$ cat src/rtl/i2c_arb_pkg.sv
package i2c_arb_pkg;
  typedef enum logic {
    ARB_WATCH   = 1'b0,
    ARB_CAPTURE = 1'b1
  } arb_state_e;
endpackage

$ cat src/rtl/i2c_arb_cmp.sv
// Bit-level compare: flags a loss when SDA was released but read low at the sample point.
module i2c_arb_cmp #(
  parameter int IDX_W   = 4,
  parameter int ACK_IDX = 8
) (
  input  logic             watch_en,
  input  logic             scl_rise,
  input  logic             scl_high,
  input  logic             sda_drive_en,
  input  logic             drv_sda,
  input  logic             sda_in,
  input  logic             byte_tx,
  input  logic [IDX_W-1:0] bit_idx,
  output logic             sample_pt,
  output logic             lost
);
  localparam logic [IDX_W-1:0] ACK_POS = IDX_W'(ACK_IDX);

  logic ack_rx_slot;

  always_comb begin
    sample_pt   = scl_rise & scl_high;
    ack_rx_slot = (bit_idx == ACK_POS) & ~byte_tx;
    lost        = watch_en & sample_pt & sda_drive_en & ~ack_rx_slot
                & drv_sda & ~sda_in;
  end
endmodule

$ cat src/rtl/i2c_arb_addr_cap.sv
// Address byte capture: stores each sampled SDA bit at its MSB-first position.
module i2c_arb_addr_cap #(
  parameter int ADDR_W = 7,
  parameter int IDX_W  = 4
) (
  input  logic              clk,
  input  logic              rst_n,
  input  logic              cap_en,
  input  logic [IDX_W-1:0]  pos,
  input  logic              bit_in,
  output logic [ADDR_W:0]   byte_now
);
  localparam int BYTE_W = ADDR_W + 1;

  logic [BYTE_W-1:0] shreg_q;
  logic [BYTE_W-1:0] shreg_d;

  always_comb begin
    shreg_d = shreg_q;
    for (int i = 0; i < BYTE_W; i++) begin
      if (cap_en && (pos == IDX_W'(i))) begin
        shreg_d[BYTE_W-1-i] = bit_in;
      end
    end
    byte_now = shreg_d;
  end

  always_ff @(posedge clk or negedge rst_n) begin
    if (!rst_n) begin
      shreg_q <= '0;
    end else if (cap_en) begin
      shreg_q <= shreg_d;
    end
  end
endmodule

$ cat src/rtl/i2c_arb_ctrl.sv
// Outcome sequencer: sticky flag, release strobe, idle or slave-entry decision.
module i2c_arb_ctrl
  import i2c_arb_pkg::*;
#(
  parameter int ADDR_W = 7,
  parameter int IDX_W  = 4
) (
  input  logic              clk,
  input  logic              rst_n,
  input  logic              lost,
  input  logic              sample_pt,
  input  logic              addr_master,
  input  logic [IDX_W-1:0]  bit_idx,
  input  logic              flag_clr,
  input  logic [ADDR_W:0]   byte_now,
  input  logic [ADDR_W-1:0] own_addr,
  output arb_state_e        state,
  output logic [IDX_W-1:0]  cap_idx,
  output logic              irq_arb_lost,
  output logic              release_pulse,
  output logic              idle_pulse,
  output logic              slave_req,
  output logic              slave_rd
);
  localparam int               BYTE_W = ADDR_W + 1;
  localparam logic [IDX_W-1:0] LAST   = IDX_W'(BYTE_W - 1);

  arb_state_e       state_q, state_d;
  logic [IDX_W-1:0] cnt_q, cnt_d;
  logic             irq_q, irq_d;
  logic             rel_q, rel_d;
  logic             idle_q, idle_d;
  logic             sreq_q, sreq_d;
  logic             srd_q, srd_d;
  logic             decide;

  always_comb begin
    state_d = state_q;
    cnt_d   = cnt_q;
    irq_d   = irq_q & ~flag_clr;
    rel_d   = 1'b0;
    idle_d  = 1'b0;
    sreq_d  = 1'b0;
    srd_d   = srd_q;
    decide  = 1'b0;
    case (state_q)
      ARB_WATCH: begin
        if (lost) begin
          irq_d = 1'b1;
          rel_d = 1'b1;
          if (addr_master && (bit_idx <= LAST)) begin
            if (bit_idx == LAST) begin
              decide = 1'b1;
            end else begin
              state_d = ARB_CAPTURE;
              cnt_d   = bit_idx + IDX_W'(1);
            end
          end else begin
            idle_d = 1'b1;
          end
        end
      end
      ARB_CAPTURE: begin
        if (sample_pt) begin
          if (cnt_q == LAST) begin
            decide  = 1'b1;
            state_d = ARB_WATCH;
          end else begin
            cnt_d = cnt_q + IDX_W'(1);
          end
        end
      end
      default: state_d = ARB_WATCH;
    endcase
    if (decide) begin
      if (byte_now[BYTE_W-1:1] == own_addr) begin
        sreq_d = 1'b1;
        srd_d  = byte_now[0];
      end else begin
        idle_d = 1'b1;
      end
    end
  end

  always_ff @(posedge clk or negedge rst_n) begin
    if (!rst_n) begin
      state_q <= ARB_WATCH;
      cnt_q   <= '0;
      irq_q   <= 1'b0;
      rel_q   <= 1'b0;
      idle_q  <= 1'b0;
      sreq_q  <= 1'b0;
      srd_q   <= 1'b0;
    end else begin
      state_q <= state_d;
      cnt_q   <= cnt_d;
      irq_q   <= irq_d;
      rel_q   <= rel_d;
      idle_q  <= idle_d;
      sreq_q  <= sreq_d;
      srd_q   <= srd_d;
    end
  end

  assign state         = state_q;
  assign cap_idx       = cnt_q;
  assign irq_arb_lost  = irq_q;
  assign release_pulse = rel_q;
  assign idle_pulse    = idle_q;
  assign slave_req     = sreq_q;
  assign slave_rd      = srd_q;

  assert_release_sets_flag_R1: assert property (@(posedge clk) disable iff (!rst_n)
    rel_q |-> irq_q);
  assert_flag_sticky_R5: assert property (@(posedge clk) disable iff (!rst_n)
    (irq_q && !flag_clr) |=> irq_q);
  assert_capture_silent_R7: assert property (@(posedge clk) disable iff (!rst_n)
    (state_q == ARB_CAPTURE && $past(state_q == ARB_CAPTURE)) |-> !rel_q);
  assert_single_outcome_R9: assert property (@(posedge clk) disable iff (!rst_n)
    $onehot0({sreq_q, idle_q}));
  assert_slave_after_sample_R8: assert property (@(posedge clk) disable iff (!rst_n)
    sreq_q |-> $past(sample_pt));
endmodule

$ cat src/rtl/i2c_arb_guard.sv
module i2c_arb_guard
  import i2c_arb_pkg::*;
#(
  parameter int ADDR_W = 7,
  parameter int IDX_W  = 4
) (
  input  logic              clk,
  input  logic              rst_n,
  input  logic              role_master,
  input  logic              addr_phase,
  input  logic              byte_tx,
  input  logic              sda_drive_en,
  input  logic              drv_sda,
  input  logic              sda_in,
  input  logic              scl_rise,
  input  logic              scl_high,
  input  logic [IDX_W-1:0]  bit_idx,
  input  logic [ADDR_W-1:0] own_addr,
  input  logic              flag_clr,
  output logic              irq_arb_lost,
  output logic              release_pulse,
  output logic              idle_pulse,
  output logic              slave_req,
  output logic              slave_rd
);
  localparam int ACK_IDX = ADDR_W + 1;

  arb_state_e       state;
  logic [IDX_W-1:0] cap_idx;
  logic [IDX_W-1:0] cap_pos;
  logic             sample_pt;
  logic             lost;
  logic             addr_master;
  logic             cap_en;
  logic [ADDR_W:0]  byte_now;

  always_comb begin
    addr_master = addr_phase & role_master;
    cap_en  = sample_pt & (((state == ARB_WATCH) & addr_master) | (state == ARB_CAPTURE));
    cap_pos = (state == ARB_CAPTURE) ? cap_idx : bit_idx;
  end

  i2c_arb_cmp #(.IDX_W(IDX_W), .ACK_IDX(ACK_IDX)) u_cmp (
    .watch_en     (state == ARB_WATCH),
    .scl_rise     (scl_rise),
    .scl_high     (scl_high),
    .sda_drive_en (sda_drive_en),
    .drv_sda      (drv_sda),
    .sda_in       (sda_in),
    .byte_tx      (byte_tx),
    .bit_idx      (bit_idx),
    .sample_pt    (sample_pt),
    .lost         (lost)
  );

  i2c_arb_addr_cap #(.ADDR_W(ADDR_W), .IDX_W(IDX_W)) u_cap (
    .clk      (clk),
    .rst_n    (rst_n),
    .cap_en   (cap_en),
    .pos      (cap_pos),
    .bit_in   (sda_in),
    .byte_now (byte_now)
  );

  i2c_arb_ctrl #(.ADDR_W(ADDR_W), .IDX_W(IDX_W)) u_ctrl (
    .clk           (clk),
    .rst_n         (rst_n),
    .lost          (lost),
    .sample_pt     (sample_pt),
    .addr_master   (addr_master),
    .bit_idx       (bit_idx),
    .flag_clr      (flag_clr),
    .byte_now      (byte_now),
    .own_addr      (own_addr),
    .state         (state),
    .cap_idx       (cap_idx),
    .irq_arb_lost  (irq_arb_lost),
    .release_pulse (release_pulse),
    .idle_pulse    (idle_pulse),
    .slave_req     (slave_req),
    .slave_rd      (slave_rd)
  );

  assert_ack_slot_skip_R4: assert property (@(posedge clk) disable iff (!rst_n)
    (scl_rise && scl_high && (bit_idx == IDX_W'(ACK_IDX)) && !byte_tx) |=> !release_pulse);
  assert_direction_from_bus_R8: assert property (@(posedge clk) disable iff (!rst_n)
    slave_req |-> (slave_rd == $past(sda_in)));
  assert_no_sample_no_loss_R3: assert property (@(posedge clk) disable iff (!rst_n)
    !(scl_rise && scl_high) |=> !release_pulse);
endmodule

$ cat config.mk
export PLATFORM = sky130hd
export DESIGN_NAME = i2c_arb_guard
export DESIGN_NICKNAME = d
export VERILOG_FILES = /design/src/rtl/i2c_arb_pkg.sv /design/src/rtl/i2c_arb_cmp.sv /design/src/rtl/i2c_arb_addr_cap.sv /design/src/rtl/i2c_arb_ctrl.sv /design/src/rtl/i2c_arb_guard.sv
export SDC_FILE = /design/constraint.sdc
export NUM_CORES = 1
export LEC_CHECK = 0
export BUFFER_PORTS_ARGS = -buffer_cell sky130_fd_sc_hd__buf_4
export CAP_MARGIN = 20
export CELL_PAD_IN_SITES_DETAIL_PLACEMENT = 2
export CELL_PAD_IN_SITES_GLOBAL_PLACEMENT = 2
export CORE_ASPECT_RATIO = 2
export CORE_MARGIN = 10
export CORE_UTILIZATION = 37
export CTS_CLUSTER_DIAMETER = 40
export DETAILED_ROUTE_END_ITERATION = 8
export GPL_TIMING_DRIVEN = 0
export PLACE_DENSITY_LB_ADDON = 0.1
export SYNTH_ARGS = -nofsm -noshare
export SYNTH_HDL_FRONTEND = slang
export SYNTH_HIERARCHICAL = 1
export SYNTH_SLANG_ARGS = --single-unit
$ cat constraint.sdc
create_clock -name clk -period 5.36 [get_ports clk]
set_input_delay 1.072 -clock clk [delete_from_list [all_inputs] [get_ports clk]]
set_output_delay 1.072 -clock clk [all_outputs]
set_load 0.01 [all_outputs]
After elaboration in Yosys (flattened, before gate mapping)
Cells that the tools add are included.
- bitwise operators: 17
- shift operators: 0
- reduce and logical (&&, ||, !) cells: 12
- add/sub/neg operators: 2
- mux-type cells: 38
- div/mod/pow operators: 0
- equality and inequality tests: 16
- multipliers: 0
- order comparisons: 1
- operator list (cell ; count):
    2-to-1 mux 1 bit ; 29
    equality test 4 x 3 -> 1 bit (second input constant) ; 6
    2-to-1 mux 4 bit ; 6
    bitwise AND 1 bit ; 11
    inequality test 2 bit (second input constant) ; 5
    logical AND 1 bit ; 9
    adder 4 x 1 -> 4 bit (second input constant) ; 2
    equality test 4 x 2 -> 1 bit (second input constant) ; 2
    case mux 4 bit (2 select lines) ; 1
    equality test 7 bit ; 1
    NOT 1 bit ; 5
    AND reduction 5 bit ; 1
    equality test 4 x 1 -> 1 bit (second input constant) ; 1
    equality test 4 bit (second input constant) ; 1
    <= comparator 4 x 3 -> 1 bit (second input constant) ; 1
    zero test 4 bit ; 1
    case mux 1 bit (2 select lines) ; 2
    AND reduction 2 bit ; 1
    bitwise OR 1 bit ; 1
- memories: 0
- input port bits: 22
- output and inout bits: 5
- latch bits: 0
- bits in registers: 18
- memory bits (read-only): 0
- RAM bits: 0
- logic and storage cells: 94

Depth between registers and ports, before layout
- depth in word-level cells: 10
- mapped depth: 9
- depth with buffers taken out: 9

Modules after synthesis
The synthesis kept the hierarchy.
- by module, submodules not included (module ; cells each ; times used ; area each (µm²)):
    i2c_arb_ctrl ; 57 ; 1 ; 641.9
    i2c_arb_addr_cap ; 37 ; 1 ; 493.0
    i2c_arb_guard ; 7 ; 1 ; 62.6
    i2c_arb_cmp ; 4 ; 1 ; 36.3

Worst setup path before layout
No wires, ideal clock.
- kind: in2reg
- start point: input port addr_phase
- end point: register u_ctrl.srd_q, in the netlist u_ctrl/slave_rd
- path slack: 2.148 ns
- path buffers: 0
- data arrival time: 3.087 ns
- setup time: 0.125 ns
- stages: 9
- path through: and2_1 > o21a_1 > nor3b_4 > nand3_1 > mux2_1 > xor2_1 > nor4_2 > o211a_4 > mux2_4
- longest elaborated chain between the ends: 8
- elaborated cells on any way between the ends: 26
- classes of those cells: eq/ne (1); mux (11); bitwise (4); reduce/logical (10)
- ends and longest elaborated chain (element ; line ; source):
    start: declaration ; i2c_arb_guard.sv:10 ; input logic addr_phase,
    bitwise AND 1 bit ; i2c_arb_guard.sv:38 ; addr_master = addr_phase & role_master;
    bitwise AND 1 bit ; i2c_arb_guard.sv:39 ; cap_en = sample_pt & (((state == ARB_WATCH) & addr_master) | (state == ARB_CAPTURE));
    bitwise OR 1 bit ; i2c_arb_guard.sv:39 ;
    bitwise AND 1 bit ; i2c_arb_guard.sv:39 ;
    net cap_en ; i2c_arb_guard.sv:34 ; logic cap_en;
    logical AND 1 bit ; i2c_arb_addr_cap.sv:21 ; if (cap_en && (pos == IDX_W'(i))) begin
    2-to-1 mux 1 bit ; i2c_arb_addr_cap.sv:21 ;
    net byte_now[4] ; i2c_arb_guard.sv:35 ; logic [ADDR_W:0] byte_now;
    equality test 7 bit ; i2c_arb_ctrl.sv:76 ; if (byte_now[BYTE_W-1:1] == own_addr) begin
    AND reduction 2 bit (no line) ; n/a ;
    end signal: assignment ; i2c_arb_ctrl.sv:101 ; srd_q <= srd_d;
    end: declaration ; i2c_arb_ctrl.sv:34 ; logic srd_q, srd_d;
The timed path passes the listed nets, and every way through them passes these cells.
A chain may end at the register's enable or synchronous reset.

Worst setup path in the final report
- start point: input port scl_rise
- end point: register u_ctrl.srd_q, in the netlist u_ctrl/slave_rd
- elaborated cells on any way between the ends: 28
- classes of those cells: eq/ne (1); mux (11); bitwise (7); reduce/logical (9)
- RTL lines (element ; line ; source):
    start: declaration ; i2c_arb_guard.sv:15 ; input logic scl_rise,
    bitwise AND 1 bit ; i2c_arb_cmp.sv:22 ; sample_pt = scl_rise & scl_high;
    net sample_pt ; i2c_arb_guard.sv:31 ; logic sample_pt;
    bitwise AND 1 bit ; i2c_arb_guard.sv:39 ;
    net cap_en ; i2c_arb_guard.sv:34 ;
    logical AND 1 bit ; i2c_arb_addr_cap.sv:21 ;
    2-to-1 mux 1 bit ; i2c_arb_addr_cap.sv:21 ;
    net byte_now[4] ; i2c_arb_guard.sv:35 ;
    equality test 7 bit ; i2c_arb_ctrl.sv:76 ;
    AND reduction 2 bit (no line) ; n/a ;
The timed path passes the listed nets, and every way through them passes these cells.

==> results by group <==
Critical path
  • Reg2reg start: u_ctrl/state
  • CP arrival: 3.48 ns
  • RR Endpoint: u_ctrl/slave_rd
  • Worst r2r path cells: 8
  • CP Capture Type: flip-flop
  • Critical path type: in -> reg
  • Worst setup SP type: input port
  • Reg-to-reg slack, setup: 2.44 ns
  • CP required: 5.51 ns
  • Crit Path Max Fanout: 5

CTS
  • Post CTS Setup Buffer Count: 0
  • Worst-path clk slew: 0.07 ns
  • CTS H-tree lvls: 1
  • Hold Buf Count CTS: 0
  • Total clock sinks: 18
  • Clock latency on the worst-skew pair: 0.26 ns
  • Resized cells post-CTS: 0
  • Root Driver: clkbuf_8
  • CTS tree: yes
  • Total CTS buffers: 3
  • Clock tree buffer depth: 2

Hold path
  • Worst Hold Depth: 1
  • Hold Path Sink: u_cap/shreg_q[4]
  • HP Start: u_cap/shreg_q[4]
  • HP Class: reg -> reg

Cells and area
  • Most frequent cells in the layout: buf_4 (26), mux2_2 (20), dfrtp_1 (18), xor2_1 (8), nand2_1 (7)
  • Commonest non-fill, non-tap cell in the layout: buf_4
  • Layout area overhead: 23.4%
  • Ant. Diodes: 0
  • Final Cell Area: 1520 um^2
  • Fin nets: 159
  • Fraction of layout cells with a size suffix above 1: 0.474

Floorplan
  • Initial Utilization: 0.386
  • Row cnt: 29
  • Die height: 102 um
  • Chip width: 60.8 um
  • Num ports: 27
  • Area of the core: 3190 um^2
  • Die footprint: 6180 um^2

Timing
  • Pins Over Slew Limit: 0
  • Total negative setup slack: 0 ns
  • Final Cycle Share: 0.622
  • Slew margin rel.: 0.727
  • Worst slew pin tran: 0.410 ns
  • RSZ-0062 raised after global routing: no
  • Skew final: 0.00274 ns
  • Fin crit period: 3.33 ns
  • Setup Viol. Count Final: 0
  • Final hold slack: 0.493 ns
  • Final Hold Fails: 0
  • Fmax: 300 MHz
  • Final worst setup slack: 2.03 ns

Route
  • DRC viols: 0
  • Routed WL: 3270 um
  • Vias/cell: 5.66
  • Via count: 940
  • Routed len/inst: 19.7 um
  • 1st-pass router iterations: 4
  • ANT nets after route: 0
  • DRT iter0 DRCs: 9

Yosys
  • Syn nets: 128
  • Gate Count Post-Synth: 105
  • Average size of a mapped cell: 11.7 um^2
  • Sequential area share after synthesis: 0.365
  • Asr flop ratio synth: 1.00
  • Most used flip-flop cell after synthesis: dfrtp_1
  • Mapped cell area: 1230 um^2
  • EDFF count, synth: 0
  • YS warnings: 6
  • Distinct cells, synth: 38
  • Flops & latches, synth: 18

Global route
  • Met3 usage: 0.0288
  • Met1 Usage GRT: 0.112
  • First-pass GRT wire length: 5630 um
  • Vias in the first global route: 1,169
  • Gr busiest metal: met2
  • GRT Total Usage: 0.117
  • Pin count of the biggest net entering global routing: 19
  • M2 GR Usage: 0.221
  • Initial antenna violation count: 0
  • Gr ovfl total: 0

Run
  • Total of max-cap violations: 0

Placed design
  • Hpwl dp: 2700 um
  • Dpl ws: 1.70 ns
  • GPL Wtd Cong: 0.761
  • Port Buffer Count: 26
  • Dpl cell area: 1470 um^2

Power
  • Worst vdd ir: 177 uV
  • Pwr dens: 281 nW/um^2
  • Pwr Total: 0.427 mW
  • Leak Pwr: 0.753 nW

Outcome
  • Status: complete, no violations
cell families (layout without fill, tap and decap cells):
group           after synthesis  count (layout)  share of synthesized area
simple gates                 37              37                      0.236
buf+inv                       6              36                     0.0243
mux                          26              26                      0.239
compound gates                9               9                     0.0680
xor+xnor                      8               8                     0.0568
fa+ha+maj                     1               1                     0.0101
flops                        18              18                      0.365
state kept, by name (all words and copies together), names as in the netlist:
| signal | flops |
|---|---|
| u_ctrl/cap_idx | 4 |
| u_ctrl/idle_pulse | 1 |
| u_ctrl/slave_rd | 1 |
| u_ctrl/irq_arb_lost | 1 |
| u_ctrl/state | 1 |
| u_cap/shreg_q | 8 |
| u_ctrl/slave_req | 1 |
| u_ctrl/release_pulse | 1 |
area by class of cell:
cell class              count  area (um^2)
plain buffers               2         15.0
clock buffers               4         55.1
fillers                   347         1670
inverters                   4         15.0
multi-input cells          81          753
flip-flops and latches     18          450
well taps                  31         38.8
repair buffers             26          195
worst max path at each step:
stage | startpoint | to | slack (ns) | cells past startpoint
5_1_grt | scl_rise | u_ctrl/slave_rd | 1.79 | 10
2_1_floorplan | addr_phase | u_ctrl/slave_rd | 2.15 | 9
4_1_cts | scl_rise | u_ctrl/slave_rd | 1.98 | 10
6_report | scl_rise | u_ctrl/slave_rd | 2.03 | 10
3_3_place_gp | addr_phase | u_ctrl/slave_rd | 1.78 | 10
3_5_place_dp | scl_rise | u_ctrl/slave_rd | 1.70 | 10
per-layer routing:
layer	up-vias	part of all wire
li1	438	-
met1	474	0.33
met2	22	0.59
met3	6	0.057
met4	0	0.022
met5	-	0
synth_stat cells, types with 2 or more instances:
cell type   n  area, um^2
and2_1      2        12.5
and3_1      2        12.5
dfrtp_1    18         450
inv_1       4        15.0
mux2_1      4        45.0
mux2_2     20         225
nand2_1     7        26.3
nand2b_1    4        25.0
nand3_1     2        10.0
nand3b_1    2        15.0
nor2_1      4        15.0
nor3_1      2        10.0
nor3b_2     2        25.0
xor2_1      8        70.1
worst max-delay path: stages:
cell and delay, ns:
buf_4 0.07, and2_1 0.22, o21a_1 0.23, nor3b_4 0.28
nand3_1 0.16, mux2_1 0.35, xor2_1 0.16, nor4_2 0.39
o211a_4 0.25, mux2_4 0.30
metrics by stage:
step | utilization | std cells
finish | 0.477 | 166
global route | 0.477 | 166
CTS | 0.477 | 166
detailed placement | 0.460 | 162
global placement | 0.460 | 162
floorplan | - | 105
where the power goes:
part | switching (mW) | leakage [nW] | internal [mW]
sequential | 0.0218 | 0.240 | 0.159
clock | 0.0492 | 0.0288 | 0.0654
combinational | 0.0615 | 0.484 | 0.0703
total | 0.132 | 0.753 | 0.295
Note: power is estimated with default switching activity, not from simulation.
